**src/rtl/uis_pkg.sv**
```systemverilog
package uis_pkg;
  localparam int CAUSE_N   = 5;
  localparam int C_LINE    = 0;
  localparam int C_RDA     = 1;
  localparam int C_CTI     = 2;
  localparam int C_TSA     = 3;
  localparam int C_MST     = 4;
  localparam int MODEM_N   = 4;
  localparam int LERR_N    = 5;
  localparam int FILL_W    = 10;
  localparam int EN_W      = 4;

  // Pack the four status groups into one word; fill count is split.
  function automatic logic [31:0] pack_status(input logic [CAUSE_N-1:0] id,
                                              input logic [7:0] msr,
                                              input logic [7:0] lsr,
                                              input logic [FILL_W-1:0] fill);
    return {fill[7:0], lsr, msr, fill[9:8], 1'b0, id};
  endfunction

  // Map the four configuration enables onto the five cause bits.
  function automatic logic [CAUSE_N-1:0] expand_enables(input logic [EN_W-1:0] en);
    logic [CAUSE_N-1:0] m;
    m[C_LINE] = en[2];
    m[C_RDA]  = en[0];
    m[C_CTI]  = en[0];
    m[C_TSA]  = en[1];
    m[C_MST]  = en[3];
    return m;
  endfunction
endpackage

```
**src/rtl/uis_cause_bank.sv**
```systemverilog
module uis_cause_bank #(
  parameter int N = 5
) (
  input  logic         clk,
  input  logic         rst_n,
  input  logic [N-1:0] set_ev,
  input  logic [N-1:0] ack,
  output logic [N-1:0] pend
);
  for (genvar i = 0; i < N; i++) begin : g_cause
    always_ff @(posedge clk) begin
      if (!rst_n) pend[i] <= 1'b0;
      else        pend[i] <= set_ev[i] | (pend[i] & ~ack[i]);
    end

    p_set_wins_r4: assert property (@(posedge clk) disable iff (!rst_n)
      set_ev[i] |=> pend[i]);
    p_ack_clears_r3: assert property (@(posedge clk) disable iff (!rst_n)
      (ack[i] && !set_ev[i]) |=> !pend[i]);
    p_hold_r2: assert property (@(posedge clk) disable iff (!rst_n)
      (pend[i] && !ack[i]) |=> pend[i]);
  end
endmodule

```
**src/rtl/uis_modem_track.sv**
```systemverilog
module uis_modem_track #(
  parameter int W = 4
) (
  input  logic         clk,
  input  logic         rst_n,
  input  logic [W-1:0] lvl_in,
  input  logic         ack,
  output logic [W-1:0] lvl_q,
  output logic [W-1:0] delta,
  output logic         changed
);
  logic [W-1:0] chg;
  assign chg     = lvl_in ^ lvl_q;
  assign changed = |chg;

  always_ff @(posedge clk) begin
    if (!rst_n) begin
      lvl_q <= '0;
      delta <= '0;
    end else begin
      lvl_q <= lvl_in;
      delta <= chg | (delta & ~{W{ack}});
    end
  end

  for (genvar i = 0; i < W; i++) begin : g_chk
    p_delta_on_change_r6: assert property (@(posedge clk) disable iff (!rst_n)
      (lvl_in[i] != lvl_q[i]) |=> delta[i]);
    p_level_follows_r6: assert property (@(posedge clk) disable iff (!rst_n)
      1'b1 |=> (lvl_q[i] == $past(lvl_in[i])));
  end
endmodule

```
**src/rtl/uis_line_track.sv**
```systemverilog
module uis_line_track #(
  parameter int NERR = 5
) (
  input  logic            clk,
  input  logic            rst_n,
  input  logic [NERR-1:0] err_ev,   // overrun, parity, framing, break, fifo error
  input  logic            lv_dr,
  input  logic            lv_thre,
  input  logic            lv_temt,
  input  logic            ack,
  output logic [7:0]      lsr,
  output logic            err_any
);
  logic [NERR-1:0] sticky;
  logic            dr_q, thre_q, temt_q;

  assign err_any = |err_ev;

  always_ff @(posedge clk) begin
    if (!rst_n) begin
      sticky <= '0;
      dr_q   <= 1'b0;
      thre_q <= 1'b0;
      temt_q <= 1'b0;
    end else begin
      sticky <= err_ev | (sticky & ~{NERR{ack}});
      dr_q   <= lv_dr;
      thre_q <= lv_thre;
      temt_q <= lv_temt;
    end
  end

  assign lsr = {sticky[4], temt_q, thre_q, sticky[3], sticky[2],
                sticky[1], sticky[0], dr_q};

  p_err_sticky_r7: assert property (@(posedge clk) disable iff (!rst_n)
    (err_ev[1] && !$past(ack)) |=> lsr[2]);
  p_err_cleared_r7: assert property (@(posedge clk) disable iff (!rst_n)
    (ack && !err_ev[0]) |=> !lsr[1]);
endmodule

```
**src/rtl/uart_irq_status_reg.sv**
```systemverilog
module uart_irq_status_reg
  import uis_pkg::*;
#(
  parameter int          ADDR_W    = 12,
  parameter logic [11:0] STAT_ADDR = 12'h000,
  parameter logic [11:0] CFG_ADDR  = 12'h008
) (
  input  logic              clk,
  input  logic              rst_n,
  input  logic              bus_sel,
  input  logic              bus_wr,
  input  logic [ADDR_W-1:0] bus_addr,
  input  logic [3:0]        bus_be,
  input  logic [31:0]       bus_wdata,
  output logic [31:0]       bus_rdata,
  input  logic              ev_rx_avail,
  input  logic              ev_char_tmo,
  input  logic              ev_tx_space,
  input  logic              ev_overrun,
  input  logic              ev_parity,
  input  logic              ev_framing,
  input  logic              ev_break,
  input  logic              ev_fifo_err,
  input  logic              lv_data_ready,
  input  logic              lv_thr_empty,
  input  logic              lv_tx_empty,
  input  logic [3:0]        modem_lvl,
  input  logic [9:0]        rx_fill,
  output logic              irq
);
  localparam logic [ADDR_W-1:0] A_STAT = STAT_ADDR[ADDR_W-1:0];
  localparam logic [ADDR_W-1:0] A_CFG  = CFG_ADDR[ADDR_W-1:0];

  // Named internal events
  logic               stat_hit, cfg_hit, wr_stat, wr_cfg;
  logic [CAUSE_N-1:0] ack_vec, set_vec, pend, en_map;
  logic [EN_W-1:0]    cfg_en;
  logic [MODEM_N-1:0] m_lvl, m_delta;
  logic               m_changed, l_err;
  logic [7:0]         lsr_byte;

  assign stat_hit = (bus_addr == A_STAT);
  assign cfg_hit  = (bus_addr == A_CFG);
  assign wr_stat  = bus_sel & bus_wr & bus_be[0] & stat_hit;
  assign wr_cfg   = bus_sel & bus_wr & bus_be[0] & cfg_hit;
  assign ack_vec  = wr_stat ? bus_wdata[CAUSE_N-1:0] : '0;

  uis_modem_track #(.W(MODEM_N)) u_modem (
    .clk(clk), .rst_n(rst_n), .lvl_in(modem_lvl), .ack(ack_vec[C_MST]),
    .lvl_q(m_lvl), .delta(m_delta), .changed(m_changed)
  );

  uis_line_track #(.NERR(LERR_N)) u_line (
    .clk(clk), .rst_n(rst_n),
    .err_ev({ev_fifo_err, ev_break, ev_framing, ev_parity, ev_overrun}),
    .lv_dr(lv_data_ready), .lv_thre(lv_thr_empty), .lv_temt(lv_tx_empty),
    .ack(ack_vec[C_LINE]), .lsr(lsr_byte), .err_any(l_err)
  );

  always_comb begin
    set_vec         = '0;
    set_vec[C_LINE] = l_err;
    set_vec[C_RDA]  = ev_rx_avail;
    set_vec[C_CTI]  = ev_char_tmo;
    set_vec[C_TSA]  = ev_tx_space;
    set_vec[C_MST]  = m_changed;
  end

  uis_cause_bank #(.N(CAUSE_N)) u_causes (
    .clk(clk), .rst_n(rst_n), .set_ev(set_vec), .ack(ack_vec), .pend(pend)
  );

  always_ff @(posedge clk) begin
    if (!rst_n)      cfg_en <= '0;
    else if (wr_cfg) cfg_en <= bus_wdata[EN_W-1:0];
  end

  assign en_map = expand_enables(cfg_en);
  assign irq    = |(pend & en_map);

  always_comb begin
    if (stat_hit)     bus_rdata = pack_status(pend, {m_lvl, m_delta}, lsr_byte, rx_fill);
    else if (cfg_hit) bus_rdata = {{(32-EN_W){1'b0}}, cfg_en};
    else              bus_rdata = '0;
  end

  p_no_enable_no_irq_r5: assert property (@(posedge clk) disable iff (!rst_n)
    (cfg_en == '0) |-> !irq);
  p_cfg_store_r10: assert property (@(posedge clk) disable iff (!rst_n)
    wr_cfg |=> (cfg_en == $past(bus_wdata[EN_W-1:0])));
  p_quiet_no_irq_r1: assert property (@(posedge clk) disable iff (!rst_n)
    (pend == '0) |-> !irq);
endmodule

```
**config.mk**
```make
export PLATFORM = sky130hd
export DESIGN_NAME = uart_irq_status_reg
export DESIGN_NICKNAME = d
export VERILOG_FILES = /design/src/rtl/uis_pkg.sv /design/src/rtl/uis_cause_bank.sv /design/src/rtl/uis_modem_track.sv /design/src/rtl/uis_line_track.sv /design/src/rtl/uart_irq_status_reg.sv
export SDC_FILE = /design/constraint.sdc
export NUM_CORES = 1
export LEC_CHECK = 0
export ABC_AREA = 1
export ABC_CLOCK_PERIOD_IN_PS = 1300
export BUFFER_PORTS_ARGS = -buffer_cell sky130_fd_sc_hd__buf_2
export CORE_MARGIN = 2
export CORE_UTILIZATION = 40
export CTS_BUF_LIST = sky130_fd_sc_hd__clkbuf_4
export CTS_CLUSTER_DIAMETER = 100
export CTS_CLUSTER_SIZE = 24
export DETAILED_ROUTE_END_ITERATION = 10
export PLACE_DENSITY = 0.94
export SYNTH_ARGS = -nofsm -noshare
export SYNTH_HDL_FRONTEND = slang
export SYNTH_SLANG_ARGS = --single-unit
```
**constraint.sdc**
```tcl
create_clock -name clk -period 1.3 [get_ports clk]
set_clock_uncertainty 0.05 [all_clocks]
set_input_delay 0.13 -clock clk [delete_from_list [all_inputs] [get_ports clk]]
set_output_delay 0.13 -clock clk [all_outputs]
set_load 0.03 [all_outputs]
```
---- Word-level counts from Yosys, hierarchy flattened ----
Cells that the tools add are included.
word-level totals
  RAM bits ................................ 0
  latch bits .............................. 0
  register bits after elaboration ......... 25
  logic and storage cells ................. 47
  output and inout bits ................... 33
  memories ................................ 0
  ROM bits ................................ 0
  input port bits ......................... 77
cells by class
  div/mod/pow operators ................... 0
  multiply operators ...................... 0
  multiplexer cells ....................... 3
  bitwise logic cells ..................... 27
  reductions and logical operators ........ 4
  $add $sub $neg .......................... 0
  eq/ne operators ......................... 1
  $lt $le $gt $ge ......................... 0
  shift operators ......................... 0
operators with widths
  operator                                                                 count
  32-bit two-way mux                                                       1
  12-bit by 4-bit equality test with 1-bit output (second input constant)  1
  12-bit zero test                                                         1
  5-bit bitwise AND                                                        2
  5-bit OR reduction                                                       2
  1-bit bitwise AND                                                        9
  5-bit two-way mux                                                        1
  1-bit inverter                                                           5
  5-bit inverter                                                           1
  1-bit OR                                                                 5
  5-bit OR                                                                 1
  4-bit bitwise AND                                                        1
  4-bit two-way mux                                                        1
  4-bit inverter                                                           1
  4-bit OR                                                                 1
  4-bit OR reduction                                                       1
  4-bit bitwise XOR                                                        1

---- Depth between registers and ports, before layout ----
Gate-level depths: netlist of run 1.
  depth in word-level cells ............... 7
  depth in mapped cells ................... 7
  gate-level depth less buffers ........... 7

---- Modules after synthesis ----
From an unflattened synthesis of run 1, not the netlist that was laid out.
second synthesis, totals
  cells, all modules ...................... 252
  area, all modules ....................... 1697.9 um^2
modules (own cells, without submodules)
  module               cells an instance  instances  area each (um^2)  seq. area each (um^2)
  uart_irq_status_reg  129                1          844.6             80.1
  uis_modem_track      61                 1          364.1             160.2
  uis_line_track       36                 1          304.0             160.2
  uis_cause_bank       26                 1          185.2             100.1

---- Least setup slack after synthesis of run 1 ----
No wires, ideal clock.
  path kind ............................... input port to output port
  start point ............................. input bus_addr[11]
  end point ............................... output bus_rdata[0]
  stages .................................. 6
  required time ........................... 1.120 ns
  path buffers ............................ 1
  setup slack ............................. -0.253 ns
  data arrival time ....................... 1.373 ns
  path through ............................ nor2_1 > nand2_1 > nor2_4 > buf_6 > nand2_4 > o21ai_0
between the ends
  word-level cells in the longest chain between the ends .. 3
  elaborated cells on any way between the ends .. 4
  those cells by class .................... eq/ne (1); mux (2); reduce/logical (1)
ends and longest elaborated chain
  what                                             line                       source
  from (decl)                                      uart_irq_status_reg.sv:12  input logic [ADDR_W-1:0] bus_addr,
  12-bit by 4-bit equality test with 1-bit output  uart_irq_status_reg.sv:43  assign cfg_hit = (bus_addr == A_CFG);
  4-bit two-way mux                                uart_irq_status_reg.sv:83  else if (cfg_hit) bus_rdata = {{(32-EN_W){1'b0}}, cfg_en};
  32-bit two-way mux *                             uart_irq_status_reg.sv:82  if (stat_hit) bus_rdata = pack_status(pend, {m_lvl, m_delta}, lsr_byte, rx_fill);
  to (decl)                                        uart_irq_status_reg.sv:15  output logic [31:0] bus_rdata,
Every way passes the cells marked *; elsewhere a longest branch is shown, timed or not.

---- Worst setup path in the final report of run 1 ----
  start point ............................. register u_causes.pend[2]
  end point ............................... output irq
between the ends
  word-level cells in the longest chain between the ends .. 2
ends and longest elaborated chain
  what                               line                       source
  from (decl)                        uis_cause_bank.sv:8        output logic [N-1:0] pend
  from (signal, indexed assignment)  uis_cause_bank.sv:13       else pend[i] <= set_ev[i] | (pend[i] & ~ack[i]);
  5-bit bitwise AND                  uart_irq_status_reg.sv:79  assign irq = |(pend & en_map);
  5-bit OR reduction                 uart_irq_status_reg.sv:79
  to (decl)                          uart_irq_status_reg.sv:29  output logic irq
No other way between the ends.

==> results_dict.tcl, run 1 <==
set metrics [dict create \
    status "finished, violations left" \
    violations "negative hold slack" \
    synth_top_area_share 0.366 \
    met3_usage 0.0342 \
    power.share.sequential 0.575 \
    setup_violations 0 \
    power_frac_clock 0.237 \
    grt_max_degree 28 \
    cts_sinks 25 \
    drt_iter0_markers 36 \
    power.internal_uw 1070 \
    final_nets 379 \
    vias 1530 \
    synthDistinctLibCells 26 \
    setup_slack_ns 0.00458 \
    worstSetupPathType "flop to primary output" \
    hold_viol 1 \
    dr.pass1.iters 4 \
    p_per_area_nw_per_um2 640 \
    crit_required_ns 1.12 \
    yosysTopAreaCell "dfxtp_1" \
    cap_violations 0 \
    fin_crit_ns 1.30 \
    synth_warnings 0 \
    drt_wl_total_um 3810 \
    cts_tree "done" \
    io_pins 110 \
    max_freq_ghz 0.772 \
    fin_tns_setup_ns 0 \
    die_h_um 62.5 \
    coreArea_um2 3310 \
    cts-root-buf "clkbuf_4" \
    die_width_um 62.5 \
    gp_congestion 0.839 \
    htree_levels 1 \
    comb_power_share 0.189 \
    pre_cts_ws_ns -0.0761 \
    std_cell_rows 21 \
    worstHoldPathType "input port to flop" \
    io_buffers 78 \
    mappedNetlistNets 281 \
    ys_ff_latch 25 \
    period_share 0.996 \
    drive_above_1_share 0.435 \
    grt_use_total 0.189 \
    final_common_cell "inv_1" \
    ys_seq_area_frac 0.366 \
    wl_per_cell_um 11.0 \
    place_area_um2 1840 \
    swShare 0.271 \
    rsz0062_at_grt "true" \
    diodes 0 \
    cellLeakagePower_uw 0.00125 \
    fin_area_um2 2290 \
    critPathArrivalTime_ns 1.12 \
    peakVddDrop_mv 0.551 \
    grt_pass1_vias 1458 \
    antenna_found_initial 0 \
    vias_per_cell 4.41 \
    clkLatencyLatePin_ns 0.31 \
    clockBufferDepth 2 \
    grtUsageMet2 0.366 \
    power.switching_uw 396 \
    post-route-drc-count 0 \
    synth_area_leaders "dfxtp_1 (37%), inv_1 (15%), nor2_1 (10%), nand2_1 (9.3%), a21oi_1 (5.1%)" \
    syn_avg_cell_area_um2 6.71 \
    die-area_um2 3910 \
    numCtsBuffers 3 \
    clkTransAtPathRegs_ns 0.13 \
    min_delay_path_depth 3 \
    grt_busiest_layer "met2" \
    dp_hpwl_um 2480 \
    startpoint_type "flop" \
    synthCells 204 \
    utilization 0.690 \
    slew_violations 0 \
    r2r_cells 4 \
    gr-total-overflow 0 \
    start_util 0.413 \
    layout_common_cells "inv_1 (48), buf_2 (42), nand2_1 (32), buf_4 (31), nor2_1 (30)" \
    critPathMaxFanout 3 \
    grt_pass1_wl_um 6030 \
    crit_path_end_kind "primary output" \
    whs_ns -0.00163 \
    antenna_left 0 \
    met1_usage 0.204 \
    syn_area_um2 1370 \
    syn_to_final_growth_pct 67.0 \
]
## worst max-delay path, stage by stage, from the launching register on
cell and delay, ns:
dfxtp_2 0.37, o21ai_2 0.15, o2111ai_2 0.12, buf_6 0.16
## synth_stat cells, drive strengths merged
| cell | instances |
|---|---|
| xor2 | 2 |
| buf | 6 |
| nor2 | 41 |
| o2111ai | 1 |
| and3 | 1 |
| nand3 | 6 |
| xnor2 | 2 |
| nand4 | 5 |
| nand2 | 38 |
| nor3 | 3 |
| clkbuf | 1 |
| a21oi | 14 |
| o21ai | 5 |
| conb | 1 |
| inv | 53 |
| dfxtp | 25 |
## per-layer routing
| metal | up-vias | share of wire |
|---|---|---|
| li1 | 792 | - |
| met1 | 677 | 0.39 |
| met2 | 53 | 0.53 |
| met3 | 8 | 0.054 |
| met4 | 0 | 0.018 |
| met5 | - | 0 |
## through the flow
step,total power [uW],instances
3_3_place_gp,1050,327
6_report,1460,347
4_1_cts,1440,342
5_1_grt,1540,347
3_5_place_dp,1060,327
2_1_floorplan,964,204
## flip-flops by register name, summed over array words and instances (netlist names)
signal and cells:
u_line.temt_q 1, u_modem.lvl_q 4, u_causes.pend 5, u_modem.delta 4
u_line.thre_q 1, cfg_en 4, u_line.dr_q 1, u_line.sticky 5
## what timing repair did
| action | CTS | global route |
|---|---|---|
| gates resized for setup | 32 | 72 |
| endpoints found under the setup margin | 32 | 32 |
| buffers inserted | 0 | 5 |
| cloned | 0 | 1 |
| pin swaps | 10 | 7 |
| hold buffers | 11 | 0 |
| hold endpoints to repair | 11 | 0 |
## layout make-up
cell class / instances / area, um^2
Inverter: 53 / 201
Sequential cell: 25 / 504
Fill cell: 296 / 1020
Clock inverter: 1 / 5.00
Multi-Input combinational cell: 120 / 764
Timing Repair Buffer: 99 / 731
Tap cell: 46 / 57.6
Clock buffer: 3 / 22.5
## worst paths after layout
kind | startpoint | to | slack (ns)
setup reg to reg | u_modem.lvl_q[2] | u_causes.pend[4] | 0.26
hold reg to reg | u_line.sticky[3] | u_line.sticky[3] | 0.42
setup / recovery | u_causes.pend[2] | irq | 0.005
hold / removal | ev_char_tmo | u_causes.pend[2] | -0.002
## logic make-up after synthesis
group / Yosys count / synth area share
AO/OA/AOI/OAI: 20 / 0.0759
XOR/XNOR: 4 / 0.0256
buffers and inverters: 60 / 0.186
flip-flops: 25 / 0.366
other: 1 / 0.00274
AND/OR/NAND/NOR: 94 / 0.345
## power groups by stage
stage	combinational, uW	sequential (uW)	clock (uW)
after floorplan	118	846	0
after global placement	203	850	0
after detailed placement	211	852	0
after CTS	255	837	352
after global routing	312	847	381
final	276	840	346
Note: power is estimated with default switching activity, not from simulation.
==> run 2: changes to the inputs <==
CORE_ASPECT_RATIO = 1.1   (was unset)
==> run 2 against run 1 <==
  * The flow now finishes without violations
  * Combinational power decreased by 3%
  * Wire length up 4.1%
  * Sequential share of layout area grew 0.23 points
  * Critical path depth did not move
  * Sequential cell count unchanged
  * Die area hardly changed
==> results_dict.tcl, run 2 (synthesis gave the netlist of run 1 again) <==
set metrics [dict create \
    status "complete, no violations" \
    antenna_left 0 \
    grt_use_total 0.186 \
    grt_max_degree 28 \
    final_common_cell "inv_1" \
    whs_ns 0.0164 \
    layout_common_cells "inv_1 (51), buf_2 (44), nand2_1 (33), buf_4 (27), nor2_1 (26)" \
    pre_cts_ws_ns -0.0932 \
    p_per_area_nw_per_um2 642 \
    vias 1558 \
    post_layout_nonfiller_instances 338 \
    cts_sinks 25 \
    setup_violations 0 \
    cts_tree "done" \
    crit_required_ns 1.12 \
    grt_pass1_vias 1403 \
    max_freq_ghz 0.775 \
    wl_met3_um 239 \
    io_buffers 78 \
    dp_hpwl_um 2470 \
    worstSetupPathType "flop to primary output" \
    antenna_found_initial 0 \
    critPathArrivalTime_ns 1.11 \
    critPathMaxFanout 3 \
    power_frac_clock 0.237 \
    m1WireLength_um 1410 \
    dr.max_layer_used "met4" \
    power.share.sequential 0.579 \
    place_inst 315 \
    final_nets 380 \
    clkTransAtPathRegs_ns 0.13 \
    clockBufferDepth 2 \
    cts-root-buf "clkbuf_4" \
    peakVddDrop_mv 0.530 \
    drive_above_1_share 0.421 \
    setup_slack_ns 0.00898 \
    power.switching_uw 389 \
    start_util 0.414 \
    fin_crit_ns 1.29 \
    vias_per_cell 4.61 \
    period_share 0.993 \
    met2_length_um 2210 \
    startpoint_type "flop" \
    htree_levels 1 \
    power_uw 1450 \
    io_pins 110 \
    hold_viol 0 \
    top_regs "u_causes.pend: 5 flops, u_line.sticky: 5 flops" \
    gr-total-overflow 0 \
    fin_tns_setup_ns 0 \
    rsz0062_at_grt "true" \
    std_cell_rows 22 \
    clkLatencyLatePin_ns 0.31 \
    drt_wl_total_um 3960 \
    worstHoldPathType "input port to flop" \
    wl_per_cell_um 11.7 \
    crit_path_end_kind "primary output" \
    syn_to_final_growth_pct 64.9 \
    die-area_um2 3910 \
    post-route-drc-count 0 \
    die_h_um 65.4 \
    coreArea_um2 3300 \
    dr.pass1.iters 4 \
    swShare 0.269 \
    numCtsBuffers 3 \
    grt_pass1_wl_um 5600 \
    cellLeakagePower_uw 0.00124 \
    slew_violations 0 \
    die_width_um 59.8 \
    drt_iter0_markers 40 \
    diodes 0 \
    gp_congestion 0.760 \
    cap_violations 0 \
    power.internal_uw 1060 \
    comb_power_share 0.184 \
]
-- run 2: routing by layer --
metal / track usage / up-vias
li1: - / 794
met1: 0.187 / 686
met2: 0.368 / 68
met3: 0.0217 / 10
met4: 0.0750 / 0
met5: 0 / -
-- run 2: critical path: stages (launching register included) --
cell and delay [ns]:
dfxtp_2 0.36, o21ai_2 0.15, o2111ai_2 0.13, buf_6 0.16
-- run 2: worst paths after layout --
| path | slack (ns) | start | depth (start not counted) | endpoint |
|---|---|---|---|---|
| worst max-delay path | 0.009 | u_causes.pend[2] | 3 | irq |
| worst min-delay path | 0.02 | ev_framing | 3 | u_line.sticky[2] |
| worst max register to register | 0.25 | u_modem.lvl_q[2] | 4 | u_causes.pend[4] |
| worst min register to register | 0.43 | u_modem.delta[1] | 2 | u_modem.delta[1] |
-- run 2: area by class of cell --
type,instances,area [um^2]
inverters,53,199
flip-flops and latches,25,503
clock inverters,1,7.51
clock buffers,3,22.5
multi-input cells,120,737
well taps,36,45.0
repair buffers,100,743
fillers,270,1050
-- run 2: power by group through the flow --
stage               Clock (uW)  Combinational [uW]  Sequential (uW)
floorplan                    0                 118              846
global placement             0                 199              850
detailed placement           0                 209              852
CTS                        362                 253              837
global route               393                 296              844
finish                     343                 267              839
-- run 2: stage by stage --
| step | cell area, um^2 | utilization |
|---|---|---|
| global placement | 1800 | 0.545 |
| detailed placement | 1800 | 0.545 |
| finish | 2260 | 0.683 |
| global route | 2260 | 0.683 |
| CTS | 2090 | 0.633 |
| floorplan | 1380 | - |
-- run 2: what timing repair did --
action                                  CTS  global route
hold endpoints to repair                 12             0
setup buffers                             4             2
hold buffers                             12             0
gates cloned                              0             1
endpoints found under the setup margin   32            32
gates resized for setup                  28            74
pin swaps                                 7             2
==> run 3: changes to the inputs <==
PLACE_DENSITY = unset   (was 0.94)
PLACE_DENSITY_LB_ADDON = 0.08   (was unset)
REMOVE_ABC_BUFFERS = 1   (was unset)
SKIP_CTS_REPAIR_TIMING = 1   (was unset)
==> run 3 against run 2 <==
  * The flow now finishes with violations (negative hold slack, negative setup slack)
  * Core utilization is 2.8 points lower
  * Count of clock-buffer cells in the layout unchanged
  * Register-to-register slack improved by 0.02 ns
  * Global-route usage down 2.2 points
  * Maximum frequency is 2.2% lower
==> results_dict.tcl, run 3 (synthesis gave the netlist of run 1 again) <==
set metrics [dict create \
    fin_tns_setup_ns -0.0897 \
    startpoint_type "flop" \
    slowest_stage "dfxtp_2" \
    vias_per_cell 4.44 \
    slew_violations 0 \
    n_fill_cell 327 \
    std_cell_rows 22 \
    top_regs "u_causes.pend: 5 flops, u_line.sticky: 5 flops" \
    start_util 0.414 \
    grtUsageMet2 0.279 \
    fin_area_um2 2160 \
    diodes 0 \
    utilization 0.655 \
    worstSetupPathType "flop to primary output" \
    crit_required_ns 1.12 \
    crit_path_end_kind "primary output" \
    crit_chain "o21ai_2 -> o2111ai_2 -> buf_6" \
    die_h_um 65.4 \
    peakVddDrop_mv 0.402 \
    drt_iter0_markers 56 \
    pre_cts_ws_ns -0.125 \
    critPathMaxFanout 3 \
    clockBufferDepth 2 \
    status "finished, violations left" \
    violations "negative hold slack, negative setup slack" \
    met3_usage 0.0236 \
    cap_violations 0 \
    dp_hpwl_um 2310 \
    antenna_left 0 \
    critPathArrivalTime_ns 1.14 \
    period_share 1.02 \
    setup_slack_ns -0.0204 \
    antenna_found_initial 0 \
    vias 1497 \
    clkLatencyLatePin_ns 0.33 \
    cts_tree "done" \
    grt_use_total 0.163 \
    regArea_um2 508 \
    drt_wl_total_um 3610 \
    rsz0062_at_grt "true" \
    hold_viol 5 \
    grt_pass1_vias 1249 \
    cts_sinks 25 \
    crit_buf_inv 1 \
    die_width_um 59.8 \
    numCtsBuffers 3 \
    max_freq_ghz 0.757 \
    syn_to_final_growth_pct 58.0 \
    gr-total-overflow 0 \
    met1_usage 0.205 \
    drive_above_1_share 0.409 \
    post-route-drc-count 0 \
    whs_ns -0.0178 \
    multi_input_area_um2 707 \
    final_common_cell "buf_2" \
    final_nets 379 \
    slowest_delay_ns 0.37 \
    io_buffers 78 \
    place_area_um2 1790 \
    grt_max_degree 28 \
    cp_top_family "flip-flops" \
    setup_violations 10 \
    fin_crit_ns 1.32 \
    die-area_um2 3910 \
    worstHoldPathType "input port to flop" \
    cts-root-buf "clkbuf_4" \
    coreArea_um2 3300 \
    cellLeakagePower_uw 0.00125 \
    dr.pass1.iters 4 \
    gp_congestion 0.742 \
    layout_common_cells "buf_2 (56), inv_1 (52), nand2_1 (32), nor2_1 (31)" \
    p_per_area_nw_per_um2 687 \
    grt_busiest_layer "met2" \
    wl_per_cell_um 10.7 \
    io_pins 110 \
    grt_pass1_wl_um 5020 \
    clkTransAtPathRegs_ns 0.16 \
    htree_levels 1 \
]
run 3: stage by stage:
stage	total power, uW	hold WS [ns]	cells
finish	1490	-0.0178	337
global placement	1050	0.261	316
CTS	1430	-0.0850	320
floorplan	955	0.173	197
global route	1560	-0.000899	337
detailed placement	1060	0.271	316
run 3: worst paths after layout:
| kind | to | start | cells after the start | slack [ns] |
|---|---|---|---|---|
| hold reg to reg | u_line.sticky[0] | u_line.sticky[0] | 2 | 0.42 |
| setup / recovery | irq | u_causes.pend[2] | 3 | -0.02 |
| setup reg to reg | u_causes.pend[4] | u_modem.lvl_q[3] | 4 | 0.27 |
| hold / removal | u_line.sticky[0] | ev_overrun | 3 | -0.02 |
run 3: routing by layer:
| metal | share of wire | vias to the layer above |
|---|---|---|
| li1 | - | 792 |
| met1 | 0.44 | 643 |
| met2 | 0.49 | 60 |
| met3 | 0.062 | 2 |
| met4 | 0.0064 | 0 |
| met5 | 0 | - |
run 3: tightest hold or removal path: cells and delay by family:
family	cells	cell delay, ns
compound gates	1	0.06
buf+inv	2	0.15
run 3: cell type report:
cell class / instances / area share
multi-input combinational: 121 / 0.327
timing repair buffer: 98 / 0.312
sequential: 25 / 0.235
inverter: 53 / 0.0920
tap: 36 / 0.0208
clock buffer: 3 / 0.0104
clock inverter: 1 / 0.00347
run 3: where the power goes:
part	switching [uW]	internal (uW)
clock network	269	118
logic	129	131
registers	25.5	813
total	423	1060
